$ cat src/rtl/opas_pkg.sv
package opas_pkg;

  typedef enum logic [2:0] {
    AM_IMM  = 3'd0,
    AM_DIR  = 3'd1,
    AM_EXT  = 3'd2,
    AM_REL  = 3'd3,
    AM_IX0  = 3'd4,
    AM_IX8  = 3'd5,
    AM_RSV6 = 3'd6,
    AM_RSV7 = 3'd7
  } amode_e;

  typedef enum logic [1:0] {
    ST_IDLE = 2'd0,
    ST_RD1  = 2'd1,
    ST_RD2  = 2'd2,
    ST_FIN  = 2'd3
  } seq_st_e;

  // number of operand bytes read after the opcode
  function automatic logic [1:0] fetch_count(input amode_e m);
    case (m)
      AM_IMM, AM_DIR, AM_REL, AM_IX8: fetch_count = 2'd1;
      AM_EXT:                         fetch_count = 2'd2;
      default:                        fetch_count = 2'd0;
    endcase
  endfunction

  // total instruction length in bytes, opcode included
  function automatic logic [1:0] instr_bytes(input amode_e m);
    instr_bytes = fetch_count(m) + 2'd1;
  endfunction

endpackage

$ cat src/rtl/opas_ctrl.sv
module opas_ctrl
  import opas_pkg::*;
(
  input  logic   clk,
  input  logic   rst_n,
  input  logic   start,
  input  amode_e mode_new,
  input  amode_e mode_cur,
  input  logic   rd_rdy,
  output logic   load_en,
  output logic   b1_en,
  output logic   b2_en,
  output logic   rd_req,
  output logic   rd_sel,
  output logic   done,
  output logic   busy
);

  seq_st_e state_q;
  seq_st_e state_d;
  logic    st_en;

  // next-state logic
  always_comb begin
    state_d = state_q;
    case (state_q)
      ST_IDLE: if (start) state_d = (fetch_count(mode_new) == 2'd0) ? ST_FIN : ST_RD1;
      ST_RD1:  if (rd_rdy) state_d = (fetch_count(mode_cur) == 2'd2) ? ST_RD2 : ST_FIN;
      ST_RD2:  if (rd_rdy) state_d = ST_FIN;
      ST_FIN:  state_d = ST_IDLE;
      default: state_d = ST_IDLE;
    endcase
  end

  assign st_en = (state_d != state_q);

  always_ff @(posedge clk or negedge rst_n) begin
    if (!rst_n)     state_q <= ST_IDLE;
    else if (st_en) state_q <= state_d;
  end

  assign load_en = (state_q == ST_IDLE) && start;
  assign rd_req  = (state_q == ST_RD1) || (state_q == ST_RD2);
  assign rd_sel  = (state_q == ST_RD2);
  assign b1_en   = (state_q == ST_RD1) && rd_rdy;
  assign b2_en   = (state_q == ST_RD2) && rd_rdy;
  assign done    = (state_q == ST_FIN);
  assign busy    = (state_q != ST_IDLE);

endmodule

$ cat src/rtl/opas_capture.sv
module opas_capture
  import opas_pkg::*;
#(
  parameter int ADDR_W = 16,
  parameter int DATA_W = 8,
  parameter int NBYTES = 2
) (
  input  logic              clk,
  input  logic              rst_n,
  input  logic              load_en,
  input  logic [NBYTES-1:0] byte_en,
  input  amode_e            mode_i,
  input  logic [ADDR_W-1:0] pc_i,
  input  logic [DATA_W-1:0] x_i,
  input  logic              cond_i,
  input  logic [DATA_W-1:0] rd_data,
  output amode_e            mode_q,
  output logic [ADDR_W-1:0] pc_q,
  output logic [DATA_W-1:0] x_q,
  output logic              cond_q,
  output logic [DATA_W-1:0] opb_q [NBYTES]
);

  always_ff @(posedge clk or negedge rst_n) begin
    if (!rst_n) begin
      mode_q <= AM_IMM;
      pc_q   <= '0;
      x_q    <= '0;
      cond_q <= 1'b0;
    end else if (load_en) begin
      mode_q <= mode_i;
      pc_q   <= pc_i;
      x_q    <= x_i;
      cond_q <= cond_i;
    end
  end

  // one register per operand byte; a new instruction clears them
  for (genvar g = 0; g < NBYTES; g++) begin : g_opb
    always_ff @(posedge clk or negedge rst_n) begin
      if (!rst_n)          opb_q[g] <= '0;
      else if (load_en)    opb_q[g] <= '0;
      else if (byte_en[g]) opb_q[g] <= rd_data;
    end
  end

endmodule

$ cat src/rtl/opas_addr_calc.sv
module opas_addr_calc
  import opas_pkg::*;
#(
  parameter int ADDR_W = 16,
  parameter int DATA_W = 8
) (
  input  amode_e            mode_q,
  input  logic [ADDR_W-1:0] pc_q,
  input  logic [DATA_W-1:0] x_q,
  input  logic              cond_q,
  input  logic [DATA_W-1:0] b1,
  input  logic [DATA_W-1:0] b2,
  input  logic              rd_sel,
  output logic [ADDR_W-1:0] rd_addr,
  output logic [ADDR_W-1:0] eff_addr,
  output logic [DATA_W-1:0] imm_data,
  output logic [ADDR_W-1:0] next_pc,
  output logic [1:0]        instr_len
);

  localparam int SUM_W = DATA_W + 1;
  localparam int PAD_W = ADDR_W - DATA_W;

  logic [ADDR_W-1:0] seq_pc;
  logic [ADDR_W-1:0] rel_tgt;
  logic [SUM_W-1:0]  ix_sum;

  assign instr_len = instr_bytes(mode_q);
  assign seq_pc    = pc_q + ADDR_W'(instr_len);
  assign rel_tgt   = seq_pc + {{PAD_W{b1[DATA_W-1]}}, b1};
  assign ix_sum    = {1'b0, x_q} + {1'b0, b1};
  assign rd_addr   = pc_q + ADDR_W'(1) + ADDR_W'(rd_sel);

  always_comb begin
    eff_addr = '0;
    imm_data = '0;
    next_pc  = seq_pc;
    case (mode_q)
      AM_IMM: imm_data = b1;
      AM_DIR: eff_addr = {{PAD_W{1'b0}}, b1};
      AM_EXT: eff_addr = {b1, b2};
      AM_REL: begin
        eff_addr = rel_tgt;
        if (cond_q) next_pc = rel_tgt;
      end
      AM_IX8: eff_addr = {{(ADDR_W-SUM_W){1'b0}}, ix_sum};
      default: eff_addr = {{PAD_W{1'b0}}, x_q};
    endcase
  end

endmodule

$ cat src/rtl/opas_seq_top.sv
module opas_seq_top
  import opas_pkg::*;
#(
  parameter int ADDR_W = 16,
  parameter int DATA_W = 8
) (
  input  logic              clk,
  input  logic              rst_n,
  input  logic              start,
  input  logic [2:0]        mode,
  input  logic [ADDR_W-1:0] pc_in,
  input  logic [DATA_W-1:0] x_reg,
  input  logic              cond_true,
  output logic              rd_req,
  output logic [ADDR_W-1:0] rd_addr,
  input  logic              rd_rdy,
  input  logic [DATA_W-1:0] rd_data,
  output logic              busy,
  output logic              done,
  output logic [ADDR_W-1:0] eff_addr,
  output logic [DATA_W-1:0] imm_data,
  output logic [ADDR_W-1:0] next_pc,
  output logic [1:0]        instr_len
);

  localparam int NBYTES = 2;

  logic              rst_meta_n;
  logic              rst_sync_n;
  logic              load_en;
  logic              b1_en;
  logic              b2_en;
  logic              rd_sel;
  amode_e            mode_in;
  amode_e            cap_mode;
  logic [ADDR_W-1:0] cap_pc;
  logic [DATA_W-1:0] cap_x;
  logic              cap_cond;
  logic [DATA_W-1:0] cap_opb [NBYTES];

  // reset asserts at once, releases on the second clock edge
  always_ff @(posedge clk or negedge rst_n) begin
    if (!rst_n) begin
      rst_meta_n <= 1'b0;
      rst_sync_n <= 1'b0;
    end else begin
      rst_meta_n <= 1'b1;
      rst_sync_n <= rst_meta_n;
    end
  end

  assign mode_in = amode_e'(mode);

  opas_ctrl u_ctrl (
    .clk      (clk),
    .rst_n    (rst_sync_n),
    .start    (start),
    .mode_new (mode_in),
    .mode_cur (cap_mode),
    .rd_rdy   (rd_rdy),
    .load_en  (load_en),
    .b1_en    (b1_en),
    .b2_en    (b2_en),
    .rd_req   (rd_req),
    .rd_sel   (rd_sel),
    .done     (done),
    .busy     (busy)
  );

  opas_capture #(.ADDR_W(ADDR_W), .DATA_W(DATA_W), .NBYTES(NBYTES)) u_cap (
    .clk     (clk),
    .rst_n   (rst_sync_n),
    .load_en (load_en),
    .byte_en ({b2_en, b1_en}),
    .mode_i  (mode_in),
    .pc_i    (pc_in),
    .x_i     (x_reg),
    .cond_i  (cond_true),
    .rd_data (rd_data),
    .mode_q  (cap_mode),
    .pc_q    (cap_pc),
    .x_q     (cap_x),
    .cond_q  (cap_cond),
    .opb_q   (cap_opb)
  );

  opas_addr_calc #(.ADDR_W(ADDR_W), .DATA_W(DATA_W)) u_calc (
    .mode_q    (cap_mode),
    .pc_q      (cap_pc),
    .x_q       (cap_x),
    .cond_q    (cap_cond),
    .b1        (cap_opb[0]),
    .b2        (cap_opb[1]),
    .rd_sel    (rd_sel),
    .rd_addr   (rd_addr),
    .eff_addr  (eff_addr),
    .imm_data  (imm_data),
    .next_pc   (next_pc),
    .instr_len (instr_len)
  );

endmodule

$ cat config.mk
export PLATFORM = sky130hd
export DESIGN_NAME = opas_seq_top
export DESIGN_NICKNAME = d
export VERILOG_FILES = /design/src/rtl/opas_pkg.sv /design/src/rtl/opas_ctrl.sv /design/src/rtl/opas_capture.sv /design/src/rtl/opas_addr_calc.sv /design/src/rtl/opas_seq_top.sv
export SDC_FILE = /design/constraint.sdc
export NUM_CORES = 1
export LEC_CHECK = 0
export BUFFER_PORTS_ARGS = -buffer_cell sky130_fd_sc_hd__buf_2
export CAP_MARGIN = 10
export CORE_MARGIN = 2
export CORE_UTILIZATION = 50
export CTS_CLUSTER_DIAMETER = 50
export DETAILED_ROUTE_END_ITERATION = 16
export PLACE_DENSITY = 0.75
export SYNTH_ARGS = -nofsm -noshare
export SYNTH_HDL_FRONTEND = slang
export SYNTH_SLANG_ARGS = --single-unit
$ cat constraint.sdc
create_clock -name clk -period 4.05 [get_ports clk]
set_input_delay 0.2025 -clock clk [delete_from_list [all_inputs] [get_ports clk]]
set_output_delay 0.2025 -clock clk [all_outputs]
set_load 0.005 [all_outputs]
==> results.yml <==
run_status:
  status: "complete, but fails checks"
  violations: "setup timing"
detailed_routing:
  drt_iter0_drc: 345
  drc: 0
  dr.pass1.iters: 5
  num_vias: 4684
  via_per_inst: 6.131
  detail_route.wl_per_cell_um: 19.07
  wirelength_mm: 14.57
  ant_nets: 0
yosys:
  synth_top_flop_cell: "dfrtp_1"
  ys_ff_latch: 48
  synth_cell_type_count: 59
  synth_area_um2: 4288
  post_synth.cell_area_avg_um2: 8.230
  synth_edf_count: 0
  yosysSeqAreaShare_pct: 28.01
  synthArstFlopShare_pct: 100.0
  syn-instance-count: 521
  synth_nets: 598
  ys_warn_count: 0
die:
  die_w_um: 96.61
  dieHeight_um: 96.61
  rows: 33
  start_util_pct: 51.92
  die-area_um2: 9333
  fp.coreArea_um2: 8258
  io_pins: 101
critical_path:
  cp.required_ns: 3.85
  crit_chain: "nor3_4 > ha_4 > fa_2 > nand3b_1 > nor2_2 > xor2_2 > ha_4 > a21oi_2 > o21ai_2 > or2_4 > o21ai_4 > nand4_1 > a2111o_1 > nand2_1 > buf_2"
  cpPeakStageDelay_ns: 0.49
  cp_common_cell: "ha_4"
  slowest_stage: "dfrtp_1"
  cp_data_arrival_time_ns: 4.16
  worstSetupPathType: "reg -> out"
  cp-end-kind: "output pin"
  r2r_cells: 4
  cp-start-kind: "flop"
  cpLargestDelayFamily: "simple AND/OR/NAND/NOR gates"
  path_max_fanout: 4
  crit_buf_inv: 1
  worst-path-stages: 15
clocking:
  cts_buffers: 5
  htreeDepth: 2
  clock_latency_ns: 0.30
  clkSinkCount: 48
  root_buffer: "clkbuf_8"
  cts_tree: "done"
  clockBufferDepth: 2
  clkTransAtPathRegs_ns: 0.09
global_route:
  track_usage_pct: 27.50
  overflow: 0
  grt_max_degree: 50
  grt_pass1_vias: 4331
  grt_pass1_wl_mm: 21.25
  antenna_found_initial: 0
timing:
  fmax_ghz: 0.2291
  rsz0062_at_grt: "true"
  slew_headroom_pct: 31.40
  hold_viol_final: 0
  period_share_pct: 107.8
  layout_min_cycle_time_ns: 4.366
  holdWs_ns: 0.1108
  finClkSkew_ns: 0.009780
  drv_slew: 0
  worstMarginPinSlew_ns: 1.029
  final-setup-viol-count: 15
  postLayoutSetupSlackWorst_ns: -0.3159
layout:
  layout.nets: 735
  antenna_cells: 0
  syn2layout_area_growth_pct: 34.29
  drive_gt1_share_pct: 40.36
place:
  gp_congestion: 0.9197
  place.port_buffers: 100
  hpwlAfterDp_mm: 9.663
run:
  maxCapViolCount: 0
worst_hold_path:
  min_path_type: "in -> reg"
  hold_depth: 3
-- tightest hold or removal path, stage by stage --
cell	delay, ns
buf_2	0.07
nand2_1	0.04
o21ai_0	0.05
-- path summary, 6_finish.rpt --
path,end,slack [ns],startpoint
worst min register to register,rst_sync_n,0.35,rst_meta_n
min in group asynchronous,rst_sync_n,0.20,rst_n
worst max-delay path,eff_addr[15],-0.32,u_cap.mode_q[2]
max in group asynchronous,u_cap.mode_q[0],2.88,rst_sync_n
worst max register to register,u_cap.cond_q,1.99,u_ctrl.state_q[1]
worst min-delay path,u_cap.pc_q[0],0.11,pc_in[0]
-- layout make-up --
cell class                      count  area [µm²]
Timing Repair Buffer              159       970.9
Clock inverter                      1       7.507
Clock buffer                        7       86.33
Sequential cell                    48        1204
Inverter                           22       82.58
Fill cell                         604        2500
Tap cell                          105       131.4
Multi-Input combinational cell    422        3276
-- cells by family (layout without fill, tap and decap cells) --
group,Yosys count,after routing,share of synthesized area [%]
adders and majority gates,37,37,11.32
buffers and inverters,51,189,5.748
and+or+nand+nor,185,185,20.63
muxes,27,27,7.003
other,1,1,0.08746
DFF,48,48,28.01
xor gates and xnor gates,45,45,9.192
AOI/OAI and AO/OA,127,127,18.00
-- routing by layer --
layer / up-vias / part of all wire (%) / global-route usage (%)
met5: - / 0 / 0
met4: 0 / 4.0 / 8.667
met3: 78 / 8.8 / 4.408
met2: 323 / 46 / 44.60
met1: 2187 / 41 / 37.76
li1: 2096 / - / -
-- cell usage after synthesis, types with 3 or more instances --
library cell | n | area (µm²)
nand2_1 | 66 | 247.7
a21oi_1 | 52 | 260.3
dfrtp_1 | 48 | 1201
nor2_1 | 48 | 180.2
ha_1 | 34 | 425.4
nand3_1 | 29 | 145.1
xor2_1 | 26 | 227.7
mux2_2 | 24 | 270.3
inv_1 | 22 | 82.58
o21ai_0 | 21 | 105.1
xnor2_1 | 19 | 166.4
a21o_1 | 12 | 90.09
clkbuf_1 | 12 | 45.04
and2_1 | 10 | 62.56
nand4_1 | 7 | 43.79
buf_1 | 6 | 22.52
a221oi_1 | 5 | 43.79
o21ai_1 | 5 | 25.02
a22oi_1 | 4 | 30.03
and3_1 | 4 | 25.02
buf_6 | 4 | 45.04
o21bai_1 | 4 | 30.03
a31oi_1 | 3 | 18.77
buf_2 | 3 | 15.01
fa_1 | 3 | 60.06
mux2i_1 | 3 | 30.03
nor2b_1 | 3 | 18.77
o221ai_1 | 3 | 26.28
o22ai_1 | 3 | 18.77
o31ai_1 | 3 | 22.52
-- state kept, by name, summed over array words and instances (netlist names) --
register        flops
u_cap.opb_q        16
rst_meta_n          1
u_cap.x_q           8
u_cap.pc_q         16
u_ctrl.state_q      2
u_cap.mode_q        3
u_cap.cond_q        1
rst_sync_n          1
-- what timing repair did --
action,4_1_cts,5_1_grt
buffers inserted,20,16
gates cloned,0,0
pin swaps,18,31
endpoints found under the setup margin,13,21
hold buffers,1,0
endpoints found under the hold margin,2,0
gates resized for setup,40,53
-- through the flow --
step	area, µm²	util [%]	worst slack, ns	TNS (ns)	std cells
after floorplan	4288	-	0.03203	0	521
after global placement	4923	59.62	0.1178	0	719
after detailed placement	4923	59.62	-0.09174	-0.1242	719
after CTS	5333	64.58	-0.09138	-0.1092	748
after global routing	5758	69.73	-0.4354	-5.077	764
final	5758	69.73	-0.3159	-2.220	764
-- cells in the final DEF, fill, tap and decap left out, types with 5 or more instances in the layout --
master / instances
buf_2: 99
nand2_1: 61
buf_4: 53
dfrtp_1: 46
nor2_1: 42
a21oi_1: 39
nand3_1: 27
ha_1: 27
mux2_2: 24
inv_1: 21
xor2_1: 18
o21ai_0: 14
a21o_1: 12
xnor2_1: 12
a21oi_2: 11
and2_1: 9
nand4_1: 7
xor2_2: 7
ha_4: 6
clkbuf_8: 6
buf_6: 6
nand2_2: 5
nor2_2: 5
xnor2_2: 5
a221oi_1: 5
o21ai_2: 5
Power is left out: the tool's default activity adds up to more than one toggle a clock period on the data nets, which glitch-free logic cannot reach.
